===== src/rtl/sdram_pwr_pkg.sv =====
package sdram_pwr_pkg;

  typedef enum logic [1:0] {
    OP_REFRESH = 2'd0,
    OP_SELFREF = 2'd1,
    OP_PWRDN   = 2'd2,
    OP_NONE    = 2'd3
  } req_op_e;

  typedef enum logic [1:0] {
    CK_NOP     = 2'd0,
    CK_REFRESH = 2'd1,
    CK_SELFREF = 2'd2
  } cmd_kind_e;

  typedef enum logic [2:0] {
    ST_IDLE = 3'd0,
    ST_REF  = 3'd1,
    ST_SR   = 3'd2,
    ST_SRX  = 3'd3,
    ST_PD   = 3'd4,
    ST_PDX  = 3'd5
  } seq_state_e;

  typedef struct packed {
    logic cs_n;
    logic ras_n;
    logic cas_n;
    logic we_n;
  } cmd_pins_t;

  localparam cmd_pins_t PINS_NOP = '{cs_n: 1'b0, ras_n: 1'b1, cas_n: 1'b1, we_n: 1'b1};
  localparam cmd_pins_t PINS_REF = '{cs_n: 1'b0, ras_n: 1'b0, cas_n: 1'b0, we_n: 1'b1};

  // Self-refresh entry shares the strobe pattern of refresh; CKE tells them apart.
  function automatic cmd_pins_t encode_cmd(cmd_kind_e k);
    cmd_pins_t p;
    unique case (k)
      CK_REFRESH: p = PINS_REF;
      CK_SELFREF: p = PINS_REF;
      default:    p = PINS_NOP;
    endcase
    return p;
  endfunction

endpackage


===== src/rtl/sdram_pwr_cnt.sv =====
// Loadable down-counter that parks at zero.
module sdram_pwr_cnt #(
  parameter int W = 4
) (
  input  logic         clk,
  input  logic         rst_n,
  input  logic         load,
  input  logic [W-1:0] val,
  output logic         zero
);
  logic [W-1:0] cnt;

  always_ff @(posedge clk) begin
    if (!rst_n)          cnt <= '0;
    else if (load)       cnt <= val;
    else if (cnt != '0)  cnt <= cnt - 1'b1;
  end

  assign zero = (cnt == '0);

  // an expired counter stays expired until reloaded
  assert_cnt_hold_R8: assert property (@(posedge clk) disable iff (!rst_n)
    (!load && zero) |=> zero);

  // a load takes the requested value
  assert_cnt_load_R7: assert property (@(posedge clk) disable iff (!rst_n)
    load |=> (cnt == $past(val)));

endmodule


===== src/rtl/sdram_pwr_pins.sv =====
// Registered command-pin driver.
module sdram_pwr_pins
  import sdram_pwr_pkg::*;
(
  input  logic      clk,
  input  logic      rst_n,
  input  cmd_kind_e kind,
  input  logic      cke_d,
  output logic      cs_n,
  output logic      ras_n,
  output logic      cas_n,
  output logic      we_n,
  output logic      cke
);
  cmd_pins_t q;

  always_ff @(posedge clk) begin
    if (!rst_n) begin
      q   <= PINS_NOP;
      cke <= 1'b1;
    end else begin
      q   <= encode_cmd(kind);
      cke <= cke_d;
    end
  end

  assign cs_n  = q.cs_n;
  assign ras_n = q.ras_n;
  assign cas_n = q.cas_n;
  assign we_n  = q.we_n;

  // a command lasts one cycle, then the pins fall back to NOP
  assert_cmd_single_R10: assert property (@(posedge clk) disable iff (!rst_n)
    !q.ras_n |=> (q.ras_n && q.cas_n && q.we_n && !q.cs_n));

endmodule


===== src/rtl/sdram_pwr_seq.sv =====
module sdram_pwr_seq
  import sdram_pwr_pkg::*;
#(
  parameter int TRC       = 5,
  parameter int TRP       = 2,
  parameter int TPDX      = 2,
  parameter int XSR_EDGES = 3,
  parameter int TREF_LIM  = 1560
) (
  input  logic       clk,
  input  logic       rst_n,
  input  logic       req_valid,
  output logic       req_ready,
  input  logic [1:0] req_op,
  input  logic       wake,
  input  logic       prech,
  input  logic       banks_idle,
  output logic       cs_n,
  output logic       ras_n,
  output logic       cas_n,
  output logic       we_n,
  output logic       cke
);
  localparam int SRX_CYC = XSR_EDGES + TRC;
  localparam int TMR_MAX = (SRX_CYC > TPDX) ? SRX_CYC : TPDX;
  localparam int TW      = $clog2(TMR_MAX + 1);
  localparam int WW      = $clog2(TREF_LIM + 1);
  localparam int RW      = (TRP > 1) ? $clog2(TRP) : 1;

  seq_state_e state, nxt_state;
  logic       force_ref, force_d;
  cmd_kind_e  kind;
  logic       cke_d;
  logic       tmr_load, tmr_zero;
  logic [TW-1:0] tmr_val;
  logic       wd_load, wd_zero;
  logic       rp_zero;
  logic       take;
  req_op_e    op;

  assign op        = req_op_e'(req_op);
  assign req_ready = (state == ST_IDLE) && rp_zero && !prech;
  assign take      = req_valid && req_ready;

  sdram_pwr_cnt #(.W(TW)) u_wait (
    .clk(clk), .rst_n(rst_n), .load(tmr_load), .val(tmr_val), .zero(tmr_zero)
  );

  sdram_pwr_cnt #(.W(WW)) u_wdog (
    .clk(clk), .rst_n(rst_n), .load(wd_load), .val(WW'(TREF_LIM - 1)), .zero(wd_zero)
  );

  generate
    if (TRP > 1) begin : g_rp
      sdram_pwr_cnt #(.W(RW)) u_rp (
        .clk(clk), .rst_n(rst_n), .load(prech), .val(RW'(TRP - 1)), .zero(rp_zero)
      );
    end else begin : g_no_rp
      assign rp_zero = 1'b1;
    end
  endgenerate

  always_comb begin
    nxt_state = state;
    kind      = CK_NOP;
    cke_d     = cke;
    tmr_load  = 1'b0;
    tmr_val   = '0;
    wd_load   = 1'b0;
    force_d   = force_ref;
    unique case (state)
      ST_IDLE: begin
        if (take) begin
          unique case (op)
            OP_REFRESH: begin
              kind      = CK_REFRESH;
              nxt_state = ST_REF;
              tmr_load  = 1'b1;
              tmr_val   = TW'(TRC - 1);
            end
            OP_SELFREF: begin
              kind      = CK_SELFREF;
              cke_d     = 1'b0;
              nxt_state = ST_SR;
            end
            OP_PWRDN: begin
              if (banks_idle) begin
                cke_d     = 1'b0;
                nxt_state = ST_PD;
                wd_load   = 1'b1;
              end
            end
            default: ;
          endcase
        end
      end
      ST_REF: begin
        if (tmr_zero) nxt_state = ST_IDLE;
      end
      ST_SR: begin
        cke_d = 1'b0;
        if (wake) begin
          cke_d     = 1'b1;
          nxt_state = ST_SRX;
          tmr_load  = 1'b1;
          tmr_val   = TW'(SRX_CYC - 1);
        end
      end
      ST_SRX: begin
        if (tmr_zero) nxt_state = ST_IDLE;
      end
      ST_PD: begin
        cke_d = 1'b0;
        if (wake || wd_zero) begin
          cke_d     = 1'b1;
          force_d   = wd_zero;
          nxt_state = ST_PDX;
          tmr_load  = 1'b1;
          tmr_val   = TW'(TPDX - 1);
        end
      end
      ST_PDX: begin
        if (tmr_zero) begin
          if (force_ref) begin
            kind      = CK_REFRESH;
            nxt_state = ST_REF;
            tmr_load  = 1'b1;
            tmr_val   = TW'(TRC - 1);
            force_d   = 1'b0;
          end else begin
            nxt_state = ST_IDLE;
          end
        end
      end
      default: nxt_state = ST_IDLE;
    endcase
  end

  always_ff @(posedge clk) begin
    if (!rst_n) begin
      state     <= ST_IDLE;
      force_ref <= 1'b0;
    end else begin
      state     <= nxt_state;
      force_ref <= force_d;
    end
  end

  sdram_pwr_pins u_pins (
    .clk(clk), .rst_n(rst_n), .kind(kind), .cke_d(cke_d),
    .cs_n(cs_n), .ras_n(ras_n), .cas_n(cas_n), .we_n(we_n), .cke(cke)
  );

  // CKE is held low throughout self refresh
  assert_sr_cke_low_R3: assert property (@(posedge clk) disable iff (!rst_n)
    (state == ST_SR) |-> !cke);

  // during the self-refresh exit wait CKE is high and no request is taken
  assert_srx_wait_R4: assert property (@(posedge clk) disable iff (!rst_n)
    (state == ST_SRX) |-> (cke && !req_ready));

  // power down is only entered from idle with all banks closed
  assert_pd_entry_R5: assert property (@(posedge clk) disable iff (!rst_n)
    (state == ST_PD && $past(state) == ST_IDLE) |-> ($past(banks_idle) && !cke));

  // watchdog expiry ends power down on the next edge
  assert_wd_exit_R7: assert property (@(posedge clk) disable iff (!rst_n)
    (state == ST_PD && wd_zero) |=> (cke && state == ST_PDX));

  // a request while busy leaves the idle state untouched
  assert_busy_ignore_R9: assert property (@(posedge clk) disable iff (!rst_n)
    (state == ST_IDLE && req_valid && !req_ready) |=> (state == ST_IDLE && cke));

endmodule


===== config.mk =====
export PLATFORM = sky130hd
export DESIGN_NAME = sdram_pwr_seq
export DESIGN_NICKNAME = d
export VERILOG_FILES = /design/src/rtl/sdram_pwr_pkg.sv /design/src/rtl/sdram_pwr_cnt.sv /design/src/rtl/sdram_pwr_pins.sv /design/src/rtl/sdram_pwr_seq.sv
export SDC_FILE = /design/constraint.sdc
export NUM_CORES = 1
export LEC_CHECK = 0
export ABC_AREA = 1
export BUFFER_PORTS_ARGS = -buffer_cell sky130_fd_sc_hd__buf_4
export CAP_MARGIN = 10
export CORE_UTILIZATION = 45
export CTS_CLUSTER_SIZE = 28
export DETAILED_ROUTE_END_ITERATION = 8
export SYNTH_ARGS = -nofsm -noshare
export SYNTH_HDL_FRONTEND = slang
export SYNTH_SLANG_ARGS = --single-unit
export TNS_END_PERCENT = 20

===== constraint.sdc =====
create_clock -name clk -period 1.6 [get_ports clk]
set_input_delay 0.24 -clock clk [delete_from_list [all_inputs] [get_ports clk]]
set_output_delay 0.24 -clock clk [all_outputs]
set_load 0.05 [all_outputs]

==> flow_summary.toml <==
[status]
status = "complete, no violations"

[grt]
first_global_vias = 1128
grt_usage = 0.189
grt_max_degree = 13
antenna_found_initial = 0
grt_pass1_wl_mm = 4.92
gr-total-overflow = 0

[synth]
netlist_instances = 201
synth_flop_cell = "dfxtp_1"
yosysMostFrequentCell = "nand2_1"
synth_nets = 216
ys_seq_area_frac = 0.306
synthTopCellsByCount = "nand2_1 (35), inv_1 (25), dfxtp_1 (22)"
yosysUniqueCellTypes = 33
synth-async-reset-ratio = 0
syn_area_mm2 = 0.00144
postSynthAreaPerCell_um2 = 7.15
synth.top_cell.area_share = 0.306
yosysWarnings = 0
ys_top_cells_by_area = "dfxtp_1 (31%), nand2_1 (9.1%), inv_1 (6.5%), ha_1 (6.1%), nor2_1 (5.0%)"
ys_ff_latch = 22
synth_edf_count = 0
yosysTopAreaCell = "dfxtp_1"

[route]
drtAntennaViolNets = 0
drt_iter0_markers = 26
via_per_inst = 4.84
wire_per_inst_um = 11.2
drc = 0
finalWirelength_mm = 2.89
dr.pass1.iters = 4
vias = 1254

[clocking]
clk_pin_slew_ns = 0.12
clock_path_buffers = 2
hold_buffers = 0
cts.sinks = 22
h-tree-depth = 1
cts_inserted_buffers = 3
cts_root_buf = "clkbuf_4"
cts_tree = "yes"
worst_skew_pair.late_latency_ns = 0.31

[pwr]
power.leakage_nw = 0.782
vdd_drop_max_v = 0.000882
pwr_density_cell_mw_per_mm2 = 1680
total_power_mw = 2.79

[timing]
fin_ws_ns = 0.0673
min_period_ns = 1.53
slew_violations = 0
hold_slack_ns = 0.131
min_period_over_period = 0.958
setup-violations-final = 0
max_freq_mhz = 652
tns_ns = 0
final_hold_viol_count = 0
finalClockSkew_ns = 0.00295
rsz0062_at_grt = "true"

[die]
initial_core_util = 0.471
die_w_um = 58.5
rows = 20
core_area_mm2 = 0.00305
die-area_mm2 = 0.00342
die_h_um = 58.5
io_pins = 14

[place]
dp_hpwl_mm = 2.22
dpl_cell_area_mm2 = 0.00154
gp_congestion = 0.845
port_buffers = 11
pre_cts_ws_ns = 0.0164

[critical_path]
r2r-start = "u_wdog.cnt[0]$_SDFFE_PN0P_"
critPathCaptureType = "output port"
worst_setup_path_start_kind = "flop"
arrival_ns = 1.29
crit_type = "reg -> out"
cp_max_fo = 5
cp-startpoint = "state[1]$_SDFFE_PN0P_"
crit_required_ns = 1.36

[worst_hold_path]
hp-start = "prech"
hold_class = "in -> reg"

[layout]
layout-drive-gt1-share = 0.302
area_growth_syn_to_layout_pct = 15.3
antennaDiodeCount = 0
num-nets-final = 232
final_area_mm2 = 0.00166
fillCellCount = 320

[run]
maxCapViolations = 0
==> worst max-delay path, stage by stage, from the launching register on <==
cell,delay [ns]
dfxtp_2,0.37
nor2_4,0.16
nand2_2,0.11
nor3_2,0.15
buf_6,0.18
==> final timing paths <==
kind,endpoint,slack (ns),cells past startpoint
worst max-delay path,req_ready,0.07,4
worst min-delay path,g_rp.u_rp.cnt$_SDFF_PN0_,0.13,3
worst max register to register,state[1]$_SDFFE_PN0P_,0.12,9
worst min register to register,force_ref$_SDFFE_PN0P_,0.48,2
==> placed cells by master, fill, tap and decap left out, types with 2 or more instances in the layout <==
| cell | count |
|---|---|
| nand3_1 | 13 |
| inv_1 | 22 |
| ha_1 | 6 |
| o21ai_0 | 5 |
| nand4_1 | 5 |
| nor2_1 | 18 |
| nor2_2 | 4 |
| inv_2 | 11 |
| buf_4 | 15 |
| nor3_1 | 3 |
| a21oi_2 | 2 |
| nor2_4 | 5 |
| clkbuf_4 | 3 |
| nand2_2 | 5 |
| a21oi_1 | 9 |
| nand2_1 | 34 |
| xor2_1 | 6 |
| dfxtp_2 | 4 |
| a31oi_1 | 3 |
| conb_1 | 2 |
| dfxtp_1 | 18 |
| nand2_4 | 2 |
| nand3_2 | 5 |
| nor4_1 | 2 |
| o21ai_1 | 2 |
==> area by class of cell <==
cell class,instances,area (um2),area share
repair buffers,16,124,0.0747
multi-input cells,140,883,0.533
clock buffers,3,22.5,0.0136
inverters,34,128,0.0770
well taps,44,55.1,0.0332
flip-flops and latches,22,445,0.269
==> kinds of logic after synthesis <==
group	share of synthesized area
xor gates and xnor gates	0.0366
buffers and inverters	0.120
adders and majority gates	0.0609
and+or+nand+nor	0.379
DFF	0.306
AOI/OAI and AO/OA	0.0914
other	0.00522
==> power breakdown <==
| part | total (mW) | internal (mW) | switching, mW |
|---|---|---|---|
| Sequential | 0.867 | 0.723 | 0.144 |
| Clock | 0.260 | 0.0880 | 0.172 |
| Combinational | 1.66 | 0.651 | 1.01 |
| Total | 2.79 | 1.46 | 1.33 |
==> flip-flops by register name (all words and copies together), names as in the netlist <==
name and count:
g_rp.u_rp.cnt 1, u_pins.cas_n 1, u_wdog.cnt 11, u_pins.cke 1
force_ref 1, u_wait.cnt 4, state 3
==> layer usage <==
metal,track usage,vias to the layer above,part of all wire
met4,0.0748,0,0.015
met3,0.0286,4,0.036
met1,0.267,559,0.50
met2,0.291,26,0.45
met5,0,-,0
li1,-,665,-
==> through the flow <==
step            util  std cells
2_1_floorplan      -        201
5_1_grt        0.543        259
6_report       0.543        259
4_1_cts        0.516        254
3_5_place_dp   0.505        251
3_3_place_gp   0.505        251
==> repair_timing <==
item	4_1_cts	5_1_grt
resized for setup	2	15
pin swaps	0	5
endpoints found under the setup margin	1	9
gates cloned	0	1
setup buffers	0	4
(Power assumes the default switching activity.)
